## src/rtl/hazard_ctl.sv

```systemverilog
module hazard_ctl #(
  parameter int REG_IDX_W = 5
) (
  input  logic [REG_IDX_W-1:0] id_rs1,
  input  logic [REG_IDX_W-1:0] id_rs2,
  input  logic                 id_rs1_rd,
  input  logic                 id_rs2_rd,
  input  logic                 id_is_br,
  input  logic                 id_is_jalr,
  input  logic                 id_is_jal,
  input  logic                 id_br_taken,
  input  logic [REG_IDX_W-1:0] ex_rd,
  input  logic                 ex_wen,
  input  logic                 ex_load,
  input  logic [REG_IDX_W-1:0] mem_rd,
  input  logic                 mem_wen,
  output logic                 pc_hold,
  output logic                 ifid_hold,
  output logic                 idex_bubble,
  output logic                 ifid_flush,
  output logic                 pc_redirect
);
  localparam logic [REG_IDX_W-1:0] ZERO_IDX = '0;

  logic src1_live, src2_live;
  logic ex_dep, mem_dep, resolves_here;
  logic stall, redirect_req;

  assign src1_live = id_rs1_rd && (id_rs1 != ZERO_IDX);
  assign src2_live = id_rs2_rd && (id_rs2 != ZERO_IDX);

  assign ex_dep  = ex_wen  && ((src1_live && ex_rd  == id_rs1) || (src2_live && ex_rd  == id_rs2));
  assign mem_dep = mem_wen && ((src1_live && mem_rd == id_rs1) || (src2_live && mem_rd == id_rs2));

  assign resolves_here = id_is_br || id_is_jalr;

  assign stall = (ex_dep && (ex_load || resolves_here)) || (mem_dep && resolves_here);

  assign redirect_req = (id_is_br && id_br_taken) || id_is_jalr || id_is_jal;

  assign pc_hold     = stall;
  assign ifid_hold   = stall;
  assign idex_bubble = stall;
  assign ifid_flush  = redirect_req && !stall;
  assign pc_redirect = redirect_req && !stall;
endmodule

```

## config.mk

```make
export PLATFORM = sky130hd
export DESIGN_NAME = hazard_ctl
export DESIGN_NICKNAME = d
export VERILOG_FILES = /design/src/rtl/hazard_ctl.sv
export SDC_FILE = /design/constraint.sdc
export NUM_CORES = 1
export LEC_CHECK = 0
export BUFFER_PORTS_ARGS = -buffer_cell sky130_fd_sc_hd__buf_4
export CAP_MARGIN = 10
export CORE_AREA = 5 5 42 44
export DETAILED_ROUTE_END_ITERATION = 10
export DIE_AREA = 0 0 47 49
export GPL_ROUTABILITY_DRIVEN = 0
export SLEW_MARGIN = 20
export SYNTH_ARGS = -nofsm -noshare
export SYNTH_HDL_FRONTEND = slang
export SYNTH_SLANG_ARGS = --single-unit
export TNS_END_PERCENT = 20
```

## constraint.sdc

```tcl
create_clock -name vclk -period 3.9
set_input_delay 0.39 -clock vclk [all_inputs]
set_output_delay 0.39 -clock vclk [all_outputs]
set_load 0.05 [all_outputs]
```

==> results.txt, run 1 <==
----------------------------------------------------
[Setup path]
  Critical path class ... input pin to output pin
  Maximum fanout along the worst path ... 3
  Sort of element at the end of the critical path ... output pin
  CP max stage delay ... 0.36 ns
  Arrival time at the worst endpoint ... 1.72 ns
  Launch point of the critical path ... ex_rd[3]
  Slowest stage cell on the critical path ... sky130_fd_sc_hd__or3_1
  CP required ... 3.51 ns
  Sum of buffers and inverters on the critical path ... 2
  Sequence of cells on the critical path ... buf_4, xor2_1, or3_1, nor4_2, a31oi_1, o22ai_1, buf_4
  Most used cell along the critical path ... sky130_fd_sc_hd__buf_4
  Dominant delay contributor by cell family on the critical path ... simple AND/OR/NAND/NOR gates
  Category of the worst setup path launch point ... input pin

[Placement]
  Placed Area ... 589.3 um2
  Buffers added on ports ... 34
  Place WS ... 1.790 ns
  Hpwl dp ... 997.3 um

[Power]
  Standby leakage power ... 0.2594 nW
  Total power density per cell area ... 120.2 mW/mm2
  Maximum VDD drop ... 0.04474 mV

[Synthesis]
  Most common cell in the synthesized netlist ... sky130_fd_sc_hd__xor2_1
  Largest area contributor in the synthesized netlist ... sky130_fd_sc_hd__xor2_1
  Number of unique standard cell types used by synthesis ... 19
  Synthesized-area fraction occupied by xor and xnor cells ... 52.04%
  Mapped Nets ... 71
  Post-Synthesis Cells ... 42
  Proportion of netlist area held by the largest area contributor ... 33.83%
  Main combinational cell family by area after synthesis ... XOR/XNOR gates
  Area fraction in and, or, nand and nor cells after synthesis ... 23.42%
  Area share of fa/ha/maj cells after synthesis ... 0%
  Sequential share of the synthesized area ... 0%
  Number of synthesis warnings ... 0
  Area contributors post-synth ... sky130_fd_sc_hd__xor2_1, sky130_fd_sc_hd__xnor2_1, sky130_fd_sc_hd__buf_4
  Synth cell count leaders ... sky130_fd_sc_hd__xor2_1, sky130_fd_sc_hd__xnor2_1, sky130_fd_sc_hd__buf_4, sky130_fd_sc_hd__o21ai_1, sky130_fd_sc_hd__or4_1
  Mean Syn Cell Area ... 8.014 um2
  Netlist Area Pre-Place ... 336.6 um2
  Multiplexer fraction of the synthesized cell area ... 0%
  Compound-cell area share of the yosys netlist ... 17.84%

[Final layout]
  Number of flip-flops and latches ... 0
  FF/Latch Area ... 0 um2
  Core occupancy in the finished layout ... 42.05%
  Nets@finish ... 104
  Layout cell share with drive strength beyond 1 ... 49.32%
  Number of antenna cells inserted ... 0
  Count of clock buffers in the final design ... 0
  Layout Cell Area excl Fill ... 589.3 um2
  Synthesis-to-layout area growth ... 75.09%

[STA]
  Total count of max-transition violations in the final report ... 0
  Highest attainable clock frequency ... 0.4736 GHz
  PnR worst setup slack ... 1.788 ns
  Worst hold margin ... 1.291 ns
  Aggregate negative setup slack ... 0 ns
  Final worst path period need ... 2.112 ns
  Unrepaired setup endpoints after global routing ... false
  Setup Viol. Count Final ... 0
  Final hold viol count ... 0
  Relative slew slack ... 78.01%
  Actual transition at the worst max-transition pin ... 0.3268 ns
  Final cycle utilization of the critical path ... 54.14%

[GRT]
  Global-route wire length before repair ... 1773 um
  Overall overflow remaining after global route ... 0
  Antenna violations before repair ... 0
  Vias in the first global route ... 428
  Maximum number of pins on one net before global-route repair ... 4
  Tot GR Track Use ... 9.404%

[Die]
  Overall die width ... 47 um
  Core Area ... 0.001401 mm2
  Number of placed I/O pins ... 34
  DIE AREA ... 0.002303 mm2
  Effective utilization at floorplan ... 24.02%
  Std-Cell Rows ... 14
  Vertical extent of the die ... 49 um

[Route]
  Via Count ... 418
  Post-detailed-route via-to-cell ratio ... 4.697
  Detailed-route DRC error count ... 0
  First-pass iteration count of the detailed router ... 2
  Post-DRT Antenna Nets ... 0
  Average detailed-routed wire length per instance ... 11.78 um
  First-iteration detailed-routing DRC count ... 2
  Total Routed Length ... 1048 um

[Outcome]
  Status ... complete, no violations

[Worst hold path]
  Worst hold-check path type ... input pin to output pin
  Start point of the worst min-delay path ... id_rs1_rd

[Clocking]
  Hold_buf cts ... 0
  Setup fix buffers added after clock tree synthesis ... 0
  Post-cts sizing count ... 0

[Job]
  Max-cap viol count ... 0

----------------------------------------------------
worst paths after layout:
path / endpoint / depth (start not counted)
hold / removal: ifid_hold / 4
setup / recovery: idex_bubble / 7
logic make-up after synthesis:
group                     count (synthesis)
and+or+nand+nor                          10
AOI/OAI and AO/OA                         9
xor gates and xnor gates                 20
buffers and inverters                     3
report_power, final:
| part | internal, W | switching, W |
|---|---|---|
| clock network | 0 | 0 |
| logic | 0.0000365 | 0.0000344 |
| registers | 0 | 0 |
| total | 0.0000365 | 0.0000344 |
metrics by stage:
stage | total power (W) | instances
floorplan | 0.00003605 | 42
global placement | 0.00007156 | 89
detailed placement | 0.00007157 | 89
CTS | 0.00007188 | 89
global route | 0.00007726 | 89
finish | 0.00007086 | 89
cell type report:
type               count  area [um2]
fillers              162       812.0
multi-input cells     39       314.1
well taps             16       20.02
repair buffers        34       255.2
placed cells by master (no fill, tap or decap), drive strengths merged:
master and n:
o21ai 3, xnor2 7, a211o 1, o22ai 1, or3 1, nor3 1
nand2 1, buf 34, or4 2, o221a 1, nand3 1, nor4 3
o31ai 1, a31oi 1, xor2 13, a21oi 1, nor2 1
routing by layer:
metal | share of wire, % | GRT usage (%) | vias up | wire length [um]
met1 | 39 | 13.26 | 180 | 407
met2 | 44 | 15.16 | 25 | 460
met4 | 0 | 0 | 0 | 0
met5 | 0 | 0 | - | 0
met3 | 17 | 2.214 | 0 | 180
li1 | - | - | 213 | -
No activity file was read; power rests on OpenSTA's default activity.
==> inputs of run 2 (changes only) <==
==> constraint.sdc (replaced) <==
create_clock -name vclk -period 2
set_input_delay 0.2 -clock vclk [all_inputs]
set_output_delay 0.2 -clock vclk [all_outputs]
set_load 0.05 [all_outputs]
==> run 2 against run 1 <==
Routed wire length rose by 4.6%. Clock-buffer cell count did not move. Die area did not move. Via count fell by 0.96%. Critical path depth did not move. Sequential cell count did not move. Setup slack got worse by 1.6 ns. Sequential share of layout area did not move. Critical path type unchanged. Critical endpoint is now ifid_flush. Largest power group unchanged.
==> results.txt, run 2 (synthesis results as in run 1) <==
----------------------------------------------------
[GRT]
  Met1 track demand over resource ... 12.39%
  Vias in the first global route ... 417
  Overall overflow remaining after global route ... 0
  Maximum number of pins on one net before global-route repair ... 4
  GRT met3 Usage ... 1.845%
  Tot GR Track Use ... 9.404%
  Antenna violations before repair ... 0
  Grt met2 use ... 16.29%
  Global-route wire length before repair ... 1725 um
  Global route hottest layer ... met2

[Power]
  Standby leakage power ... 0.2610 nW
  Internal power ... 0.00007153 W
  Maximum VDD drop ... 0.08499 mV
  Share of power burned in registers ... 0%
  Total power density per cell area ... 233.1 mW/mm2
  Clock network power share ... 0%
  Power, Total ... 0.0001388 W
  Switching power as a share of total power ... 48.49%
  Reported net switching power ... 0.00006732 W
  Logic pwr share ... 100.0%

[Setup path]
  Sort of element at the end of the critical path ... output pin
  Launch point of the critical path ... id_is_jalr
  Worst setup endpoint ... ifid_flush
  CP max stage delay ... 0.31 ns
  Dominant delay contributor by cell family on the critical path ... compound AO/OA/AOI/OAI gates
  Sum of buffers and inverters on the critical path ... 2
  Arrival time at the worst endpoint ... 1.56 ns
  Number of cells on the critical path ... 7
  Most used cell along the critical path ... sky130_fd_sc_hd__buf_4
  Critical path class ... input pin to output pin
  CP required ... 1.80 ns
  Category of the worst setup path launch point ... input pin
  Maximum fanout along the worst path ... 3
  Slowest stage cell on the critical path ... sky130_fd_sc_hd__o31ai_1
  Sequence of cells on the critical path ... buf_4, o31ai_1, or3_1, nor4_2, a31oi_1, o221a_1, buf_4

[Die]
  Vertical extent of the die ... 49 um
  DIE AREA ... 0.002303 mm2
  Effective utilization at floorplan ... 24.02%
  Core Area ... 0.001401 mm2
  Std-Cell Rows ... 14
  Number of placed I/O pins ... 34
  Overall die width ... 47 um

[Route]
  Post-detailed-route via-to-cell ratio ... 4.652
  Via Count ... 414
  Average detailed-routed wire length per instance ... 12.31 um
  Total Routed Length ... 1096 um
  First-iteration detailed-routing DRC count ... 0
  First-pass iteration count of the detailed router ... 1
  Post-DRT Antenna Nets ... 0
  Detailed-route DRC error count ... 0

[Clocking]
  Setup fix buffers added after clock tree synthesis ... 0
  Hold_buf cts ... 0
  Post-cts sizing count ... 0

[STA]
  Actual transition at the worst max-transition pin ... 0.3026 ns
  Highest attainable clock frequency ... 0.5672 GHz
  Final hold viol count ... 0
  Aggregate negative setup slack ... 0 ns
  Final cycle utilization of the critical path ... 88.15%
  Relative slew slack ... 79.69%
  Final worst path period need ... 1.763 ns
  Unrepaired setup endpoints after global routing ... false
  Total count of max-transition violations in the final report ... 0
  Setup Viol. Count Final ... 0

[Placement]
  Hpwl dp ... 1026 um
  Buffers added on ports ... 34

[Final layout]
  Count of clock buffers in the final design ... 0
  Number of flip-flops and latches ... 0
  Nets@finish ... 104
  Number of antenna cells inserted ... 0
  FF/Latch Area ... 0 um2
  Synthesis-to-layout area growth ... 76.95%
  Core occupancy in the finished layout ... 42.50%
  Filler cells ... 160
  Commonest non-fill, non-tap cell in the layout ... sky130_fd_sc_hd__buf_4
  Layout cell share with drive strength beyond 1 ... 50.68%
  Highest-count cells in the layout ignoring fill and taps ... sky130_fd_sc_hd__buf_4, sky130_fd_sc_hd__xor2_1, sky130_fd_sc_hd__xnor2_1, sky130_fd_sc_hd__o21ai_1, sky130_fd_sc_hd__or4_1

[Job]
  Max-cap viol count ... 0

[Worst hold path]
  Worst hold path depth ... 4
  Worst hold-check path type ... input pin to output pin
  Start point of the worst min-delay path ... id_rs1_rd

[Outcome]
  Status ... complete, no violations

----------------------------------------------------
## run 2: worst min path at each step
stage,to,slack (ns)
after floorplan,idex_bubble,0.72
after global placement,idex_bubble,0.92
after detailed placement,pc_hold,0.93
after CTS,pc_hold,0.93
after global routing,pc_hold,0.97
final,pc_hold,0.93
## run 2: cell type report
cell class	instances	area (um2)	area share, %
well taps	16	20.02	3.361
multi-input cells	39	320.3	53.78
repair buffers	34	255.2	42.86
## run 2: stage by stage
stage	std cells	hold slack, ns	instance area [um2]	worst slack (ns)
2_1_floorplan	42	0.7166	342.8	0.07264
5_1_grt	89	0.9740	595.6	0.09901
3_3_place_gp	89	0.9163	595.6	0.2313
6_report	89	0.9258	595.6	0.2370
4_1_cts	89	0.9341	595.6	0.1872
3_5_place_dp	89	0.9339	595.6	0.1877
## run 2: power groups by stage
| stage | combinational (W) | sequential (W) | clock, W |
|---|---|---|---|
| finish | 0.000139 | 0 | 0 |
| global route | 0.000151 | 0 | 0 |
| CTS | 0.000141 | 0 | 0 |
| detailed placement | 0.000141 | 0 | 0 |
| global placement | 0.000140 | 0 | 0 |
| floorplan | 0.0000712 | 0 | 0 |
## run 2: metal layers
metal | vias up | share of wire [%]
li1 | 213 | -
met1 | 176 | 36
met2 | 25 | 47
met3 | 0 | 17
met4 | 0 | 0
met5 | - | 0
